### src/rtl/cursor_pkg.sv
package cursor_pkg;

  localparam int OP_W = 3;

  typedef enum logic [OP_W-1:0] {
    OP_BRU  = 3'b000,
    OP_JMP4 = 3'b001,
    OP_ZPC  = 3'b010,
    OP_ZXY  = 3'b011,
    OP_XINC = 3'b100,
    OP_YINC = 3'b101,
    OP_XDEC = 3'b110,
    OP_YDEC = 3'b111
  } op_e;

  typedef enum logic [2:0] {
    B_ZERO,
    B_ONE,
    B_TWO,
    B_FOUR,
    B_MONE
  } bconst_e;

  typedef struct packed {
    bconst_e b;
    logic    src_disp;
    logic    sel_y;
    logic    clr_disp;
    logic    clr_pc;
  } ctrl_t;

endpackage

### src/rtl/cursor_prog_mem.sv
module cursor_prog_mem #(
  parameter int W    = 3,
  parameter int OP_W = 3
) (
  input  logic            clk,
  input  logic            we,
  input  logic [W-1:0]    waddr,
  input  logic [OP_W-1:0] wdata,
  input  logic [W-1:0]    raddr,
  output logic [OP_W-1:0] rdata
);
  localparam int DEPTH = 1 << W;

  logic [OP_W-1:0] store [DEPTH];

  always_ff @(posedge clk) begin
    if (we) begin
      store[waddr] <= wdata;
    end
    rdata <= store[raddr];
  end
endmodule

### src/rtl/cursor_ctrl.sv
module cursor_ctrl
  import cursor_pkg::*;
(
  input  logic  phase,
  input  op_e   op,
  input  logic  user,
  output ctrl_t ctl
);
  always_comb begin
    ctl.b        = B_ZERO;
    ctl.src_disp = ~phase;
    ctl.sel_y    = 1'b0;
    ctl.clr_disp = 1'b0;
    ctl.clr_pc   = 1'b0;
    if (!phase) begin
      unique case (op)
        OP_ZXY:  ctl.clr_disp = 1'b1;
        OP_XINC: ctl.b = B_ONE;
        OP_YINC: begin ctl.b = B_ONE;  ctl.sel_y = 1'b1; end
        OP_XDEC: ctl.b = B_MONE;
        OP_YDEC: begin ctl.b = B_MONE; ctl.sel_y = 1'b1; end
        default: ctl.b = B_ZERO;
      endcase
    end else begin
      unique case (op)
        OP_BRU:  ctl.b = user ? B_TWO : B_ONE;
        OP_JMP4: ctl.b = B_FOUR;
        OP_ZPC:  ctl.clr_pc = 1'b1;
        default: ctl.b = B_ONE;
      endcase
    end
  end
endmodule

### src/rtl/cursor_datapath.sv
module cursor_datapath
  import cursor_pkg::*;
#(
  parameter int W = 3
) (
  input  logic         clk,
  input  logic         rst,
  input  ctrl_t        ctl,
  output logic         phase_q,
  output logic [W-1:0] pc_q,
  output logic [W-1:0] x_q,
  output logic [W-1:0] y_q,
  output logic [W-1:0] pc_nxt,
  output logic [W-1:0] x_nxt,
  output logic [W-1:0] y_nxt
);
  logic [W-1:0] opa;
  logic [W-1:0] opb;
  logic [W-1:0] sum;
  logic [W-1:0] pc_d, x_d, y_d;

  always_comb begin
    if (ctl.src_disp) begin
      opa = ctl.sel_y ? y_q : x_q;
    end else begin
      opa = pc_q;
    end
  end

  always_comb begin
    unique case (ctl.b)
      B_ONE:   opb = W'(1);
      B_TWO:   opb = W'(2);
      B_FOUR:  opb = W'(4);
      B_MONE:  opb = '1;
      default: opb = '0;
    endcase
  end

  assign sum = opa + opb;

  always_comb begin
    pc_d = pc_q;
    x_d  = x_q;
    y_d  = y_q;
    if (phase_q) begin
      pc_d = ctl.clr_pc ? '0 : sum;
    end else if (ctl.clr_disp) begin
      x_d = '0;
      y_d = '0;
    end else if (ctl.sel_y) begin
      y_d = sum;
    end else begin
      x_d = sum;
    end
  end

  assign pc_nxt = rst ? '0 : pc_d;
  assign x_nxt  = rst ? '0 : x_d;
  assign y_nxt  = rst ? '0 : y_d;

  always_ff @(posedge clk) begin
    if (rst) begin
      phase_q <= 1'b0;
    end else begin
      phase_q <= ~phase_q;
    end
    pc_q <= pc_nxt;
    x_q  <= x_nxt;
    y_q  <= y_nxt;
  end
endmodule

### src/rtl/cursor_map.sv
module cursor_map #(
  parameter int W = 3
) (
  input  logic                  clk,
  input  logic [W-1:0]          x_nxt,
  input  logic [W-1:0]          y_nxt,
  output logic [(1<<(2*W))-1:0] map_q
);
  localparam int MAP_W = 1 << (2 * W);

  logic [2*W-1:0]   idx;
  logic [MAP_W-1:0] map_d;

  assign idx   = {y_nxt, x_nxt};
  assign map_d = MAP_W'(1) << idx;

  always_ff @(posedge clk) begin
    map_q <= map_d;
  end
endmodule

### src/rtl/cursor_machine.sv
module cursor_machine
  import cursor_pkg::*;
#(
  parameter int W = 3
) (
  input  logic                  clk,
  input  logic                  rst,
  input  logic                  user_in,
  input  logic                  prog_we,
  input  logic [W-1:0]          prog_addr,
  input  logic [2:0]            prog_data,
  output logic [W-1:0]          x_o,
  output logic [W-1:0]          y_o,
  output logic [W-1:0]          pc_o,
  output logic                  phase_o,
  output logic [(1<<(2*W))-1:0] disp_map_o
);
  logic [OP_W-1:0] cur_op;
  ctrl_t           ctl;
  logic [W-1:0]    pc_nxt, x_nxt, y_nxt;

  cursor_prog_mem #(.W(W), .OP_W(OP_W)) mem_i (
    .clk   (clk),
    .we    (prog_we & rst),
    .waddr (prog_addr),
    .wdata (prog_data),
    .raddr (pc_nxt),
    .rdata (cur_op)
  );

  cursor_ctrl ctrl_i (
    .phase (phase_o),
    .op    (op_e'(cur_op)),
    .user  (user_in),
    .ctl   (ctl)
  );

  cursor_datapath #(.W(W)) dp_i (
    .clk     (clk),
    .rst     (rst),
    .ctl     (ctl),
    .phase_q (phase_o),
    .pc_q    (pc_o),
    .x_q     (x_o),
    .y_q     (y_o),
    .pc_nxt  (pc_nxt),
    .x_nxt   (x_nxt),
    .y_nxt   (y_nxt)
  );

  cursor_map #(.W(W)) map_i (
    .clk   (clk),
    .x_nxt (x_nxt),
    .y_nxt (y_nxt),
    .map_q (disp_map_o)
  );
endmodule

### config.mk
export PLATFORM = sky130hd
export DESIGN_NAME = cursor_machine
export DESIGN_NICKNAME = d
export VERILOG_FILES = /design/src/rtl/cursor_pkg.sv /design/src/rtl/cursor_prog_mem.sv /design/src/rtl/cursor_ctrl.sv /design/src/rtl/cursor_datapath.sv /design/src/rtl/cursor_map.sv /design/src/rtl/cursor_machine.sv
export SDC_FILE = /design/constraint.sdc
export NUM_CORES = 1
export LEC_CHECK = 0
export ABC_AREA = 1
export CAP_MARGIN = 0
export CELL_PAD_IN_SITES_DETAIL_PLACEMENT = 1
export CELL_PAD_IN_SITES_GLOBAL_PLACEMENT = 1
export CORE_MARGIN = 10
export CORE_UTILIZATION = 51
export CTS_CLUSTER_SIZE = 8
export DETAILED_ROUTE_END_ITERATION = 8
export DONT_BUFFER_PORTS = 1
export GPL_TIMING_DRIVEN = 0
export PLACE_DENSITY_LB_ADDON = 0.08
export SLEW_MARGIN = 10
export SYNTH_ARGS = -nofsm -noshare
export SYNTH_HDL_FRONTEND = slang
export SYNTH_SLANG_ARGS = --single-unit
### constraint.sdc
create_clock -name clk -period 4.3 [get_ports clk]
set_input_delay 0.43 -clock clk [delete_from_list [all_inputs] [get_ports clk]]
set_output_delay 0.43 -clock clk [all_outputs]
set_load 0.03 [all_outputs]
### After elaboration in Yosys (flattened, before gate mapping)

Memories as Yosys holds them, arrays and structs flattened. A register that Yosys moved wholly into a read port is not among the register bits.
Index checks and enable logic that the tools add are counted.

* register bits after elaboration: 74
* RAM bits: 24
* bits of input ports: 10
* output and inout port bits: 74
* logic and storage cells: 50
* memories: 1

Memories
* mem_i.store: depth 8, width 3, read ports 1, clocked after memory_dff 1, write ports 1, line cursor_prog_mem.sv:14 `logic [OP_W-1:0] store [DEPTH];`

* add/sub/neg operators: 1
* equal/unequal tests: 11
* shifts and indexed selects: 1
* mux-type cells: 25
* bitwise gates (word level): 2
* reduce and logical (&&, ||, !) cells: 4

Operators with widths (count)
* << shifter 1 x 6 -> 64 bit (first input constant): 1
* two-way mux 3 bit: 14
* equality test 3 bit (second input constant): 5
* equality test 3 x 2 -> 1 bit (second input constant): 4
* case mux 3 bit (4 select lines): 1
* case mux 3 bit (3 select lines): 1
* equality test 3 x 1 -> 1 bit (second input constant): 2
* two-way mux 1 bit: 6
* case mux 3 bit (2 select lines): 1
* OR reduction 2 bit: 3
* two-way mux 2 bit: 2
* adder 3 bit: 1
* logical NOT 3 bit: 1
* AND 1 bit: 1
* NOT 1 bit: 1

### Depth between registers and ports, before layout

* depth after elaboration: 12
* mapped depth: 19
* mapped depth without buffers: 18

### Modules after synthesis

Synthesis repeated with hierarchy kept, for this count alone.

* cells, all modules: 410
* area, all modules: 3697.3 um^2

By module, submodules not included
* cursor_map: instances 1, cells an instance 184, area an instance 1826.8 um^2
* cursor_prog_mem: instances 1, cells an instance 124, area an instance 1177.4 um^2
* cursor_datapath: instances 1, cells an instance 84, area an instance 605.6 um^2
* cursor_ctrl: instances 1, cells an instance 16, area an instance 80.1 um^2
* cursor_machine: instances 1, cells an instance 2, area an instance 7.5 um^2

### Least setup slack after synthesis

No wires, ideal clock.

* kind: reg2reg
* start: register dp_i.phase_q
* end: register mem_i.rdata[0] (read register of mem_i.store)
* data arrival time: 2.721 ns
* required time: 4.242 ns
* setup slack: 1.521 ns
* stages on the path, launching flop included: 19
* buffers on the path: 2
* cells stage by stage: dfxtp_1 -> buf_6 -> inv_4 -> buf_6 -> nor2_2 -> nand3_2 -> nand3_1 -> nand2_1 -> ha_1 -> inv_1 -> fa_1 -> nand2_1 -> o21ai_1 -> nor2_1 -> o21a_1 -> o21ai_0 -> o21ai_0 -> nand2_1 -> nand2_1

* cells in the longest elaborated chain, start to end: 7
* elaborated cells on any way between the ends: 14
* classes of those cells: add/sub: 1; eq/ne: 4; mux: 9

RTL lines
* start: declaration: line cursor_datapath.sv:9 `output logic phase_q,`
* start signal: assignment: line cursor_datapath.sv:66 `phase_q <= ~phase_q;`
* two-way mux 3 bit or two-way mux 2 bit (tied branches): line cursor_ctrl.sv:15 `if (!phase) begin`
* equality test 3 bit, or another cell as far along: line cursor_datapath.sv:31 `unique case (ctl.b)`
* case mux 3 bit (4 select lines) or two-way mux 3 bit (tied branches): line cursor_datapath.sv:31, cursor_datapath.sv:23
* adder 3 bit: line cursor_datapath.sv:40 `assign sum = opa + opb;`
* two-way mux 3 bit: line cursor_datapath.sv:47 `pc_d = ctl.clr_pc ? '0 : sum;`
* two-way mux 3 bit *: line cursor_datapath.sv:46 `if (phase_q) begin`
* two-way mux 3 bit *: line cursor_datapath.sv:58 `assign pc_nxt = rst ? '0 : pc_d;`
* named net dp_i.pc_nxt[1]: line cursor_datapath.sv:13 `output logic [W-1:0] pc_nxt,`
* end: declaration: line cursor_prog_mem.sv:10 `output logic [OP_W-1:0] rdata`

Mark *: on every way through the listed nets, which the timed path passes. The rest lies on a longest branch.
A chain may end at the register's enable or synchronous reset.

### Final worst setup path

* start: register dp_i.phase_q
* end: register map_i.map_q[14]

* cells in the longest elaborated chain, start to end: 9
* elaborated cells on any way between the ends: 19
* classes of those cells: add/sub: 1; eq/ne: 4; shift: 1; mux: 13

RTL lines
* two-way mux 3 bit or two-way mux 2 bit (tied branches): line cursor_ctrl.sv:15
* equality test 3 bit, or another cell as far along: line cursor_datapath.sv:31
* case mux 3 bit (4 select lines) or two-way mux 3 bit (tied branches): line cursor_datapath.sv:31, cursor_datapath.sv:23
* adder 3 bit: line cursor_datapath.sv:40
* two-way mux 3 bit: line cursor_datapath.sv:51 `end else if (ctl.sel_y) begin`
* two-way mux 3 bit: line cursor_datapath.sv:48 `end else if (ctl.clr_disp) begin`
* two-way mux 3 bit: line cursor_datapath.sv:46
* two-way mux 3 bit, on equally long branches: line cursor_datapath.sv:59, cursor_datapath.sv:60
* << shifter 1 x 6 -> 64 bit *: line cursor_map.sv:15 `assign map_d = MAP_W'(1) << idx;`
* end signal: assignment: line cursor_map.sv:18 `map_q <= map_d;`
* end: declaration: line cursor_map.sv:7 `output logic [(1<<(2*W))-1:0] map_q`

Every way passes the cells marked *; elsewhere a longest branch is shown, timed or not.

==> flow_summary.toml <==
[run_status]
outcome = "completed"

[worst_hold_path]
holdPathStages = 1
hold_path_class = "in -> reg"
hp-start = "rst"
min_to = "dp_i.phase_q"

[sta]
max_slew_margin_pct = 64.5
report.final.setup_viol = 0
hold_violations = 0
rsz0062_at_grt = "no"
tightest_slew_ns = 0.528
slew_viol_final = 0
period_needed_ns = 3.30
period_share_pct = 76.8
fmax_ghz = 0.303
whs_ns = 0.125
setup_tns_ns = 0
fin_skew_ns = 0.0109

[worst_setup_path]
cp.arrival_ns = 3.60
setup.worst_path.end_class = "flip-flop"
reg2reg_to = "map_i.map_q[14]"
r2r_slack_ns = 1.0
path_delay_family = "simple AND/OR/NAND/NOR gates"
critical-path-slowest-cell = "dfxtp_1"
worstSetupPathType = "reg -> reg"
cp_max_fo = 10
path_buf_inv = 4
path_cells = "buf_6, inv_4, buf_6, nor2_2, nand3_2, nand3_1, nand2_1, ha_1, inv_1, fa_1, nand2_1, nand4_1, nor2_1, nand4_1, nor3_1"
reg2reg_from = "dp_i.phase_q"
crit_path_max_incr_delay_ns = 0.55
required_ns = 4.60
cp-start-kind = "flip-flop"
r2r.worst_path.cells = 15

[grt]
grt_usage_pct = 17.1
grt_max_degree = 19
grt_overflow = 0
antenna_found_initial = 0
grt_pass1_vias = 2717
grt_pass1_wl_mm = 15.0

[layout]
antenna_cells_inserted = 0
drive_gt1_share_pct = 14.5
area_delta_synth_final_pct = 8.36
nFillCells = 767
fin_nets = 380

[pwr]
p_leak_nw = 1.52
fin_total_pwr_mw = 2.40
power_density_nw_per_um2 = 608
ir_drop_uv = 291

[route]
routed_wl_mm = 9.16
num_vias = 2558
wl_per_cell_um = 19.6
vias_per_cell = 5.47
ant_nets = 0
detail_route.first_pass.iterations = 4
first_iter_violations = 97
drc_errors = 0

[floorplan]
die_w_um = 104
coreArea_sq_um = 6870
ios = 84
die_h_um = 104
initial_core_util_pct = 52.9
die_area_sq_um = 10900
rows = 30

[synth]
synthesis.area_sq_um = 3640
synth.distinct_cells = 34
syn-instance-count = 357
avgSynthCellArea_sq_um = 10.2
yosysSeqAreaShare_pct = 62.2
yosys_register_bits = 101
yosysWarnings = 0
syn-num-nets = 369

[clock_network]
cts_buffers = 9
cts.sinks = 101
clk_pin_slew_ns = 0.10
htreeDepth = 3
clk_latency_ns = 0.37
ctsHoldBuffers = 0
cts_tree = "done"
cts.root.buffer_cell = "clkbuf_8"
post_cts_buffers = 0
cts_resized = 0
cts_buffer_depth = 2

[run]
maxCapViolCount = 0

[place]
gp_congestion = 0.810
io_buffers = 0
dpl.hpwl_mm = 7.02
-- how the worst max path moves through the flow --
stage	from	endpoint	slack (ns)	cells past startpoint
detailed placement	dp_i.phase_q	mem_i.rdata[1]	1.01	18
global placement	dp_i.phase_q	mem_i.rdata[1]	1.07	18
CTS	dp_i.phase_q	map_i.map_q[14]	0.96	15
finish	dp_i.phase_q	map_i.map_q[14]	1.0	15
global route	dp_i.phase_q	mem_i.rdata[2]	0.65	17
floorplan	dp_i.phase_q	mem_i.rdata[0]	1.52	18
-- cells by family after synthesis --
kind of cell	count (synthesis)	share of synthesized area, %
fa+ha+maj	2	0.895
simple gates	179	25.6
compound gates	32	5.23
flops	101	62.2
buf+inv	43	6.06
-- per-layer routing --
metal  vias to the layer above  global-route usage, %  share of wire, %
li1                       1234                      -                 -
met1                      1245                   20.6                44
met2                        68                   27.1                47
met3                        11                   6.69               8.2
met4                         0                   5.96               1.4
met5                         -                      0                 0
-- power breakdown --
group | switching (mW) | internal, mW | leakage (nW)
sequential | 0.177 | 1.04 | 0.841
combinational | 0.435 | 0.183 | 0.588
clock | 0.337 | 0.219 | 0.0945
-- cells in the final DEF (no fill, tap or decap), drive strengths merged --
cell type / n
nand4: 27
dfxtp: 77
clkinv: 4
inv: 27
and2: 1
buf: 14
nor2: 64
o221ai: 1
fa: 1
o21ai: 15
ha: 1
o21a: 5
nor3: 34
clkbuf: 13
nand3: 12
nand3b: 1
o22ai: 8
a21oi: 3
nand2: 40
edfxtp: 24
-- layout make-up --
class / count / area (sq um) / area share [%]
Sequential cell: 101 / 2260 / 57.4
Multi-Input combinational cell: 213 / 1150 / 29.3
Clock buffer: 9 / 124 / 3.14
Buffer: 18 / 124 / 3.14
Tap cell: 96 / 120 / 3.05
Inverter: 25 / 96.3 / 2.45
Clock inverter: 6 / 60.1 / 1.52
-- sequential cells by signal (all words and copies together), names as in the netlist --
| register | count |
|---|---|
| dp_i.x_q | 3 |
| dp_i.pc_q | 3 |
| dp_i.y_q | 3 |
| mem_i.rdata | 3 |
| dp_i.phase_q | 1 |
| mem_i.store | 24 |
| map_i.map_q | 64 |
-- cells in the mapped netlist (all sizes together) --
library cell | count | area, sq um
ha | 1 | 12.5
nand2 | 40 | 185
o22ai | 8 | 50.1
o21a | 5 | 37.5
inv | 25 | 96.4
buf | 14 | 109
nand4 | 27 | 184
dfxtp | 77 | 1540
and2 | 1 | 6.26
fa | 1 | 20.0
nor2 | 64 | 253
a21oi | 3 | 18.8
nand3 | 12 | 87.6
o21ai | 15 | 75.1
nor3 | 34 | 208
o221ai | 1 | 8.76
nand3b | 1 | 7.51
edfxtp | 24 | 721
clkbuf | 4 | 15.0
-- stage by stage --
step	utilization (%)	setup WS, ns	instance area, sq um	instances
floorplan	-	1.52	3640	357
global placement	54.7	1.07	3760	453
detailed placement	54.7	1.01	3760	453
CTS	57.4	0.962	3940	468
global route	57.4	0.652	3940	468
finish	57.4	0.996	3940	468
Power figures use the tool's default switching activity.
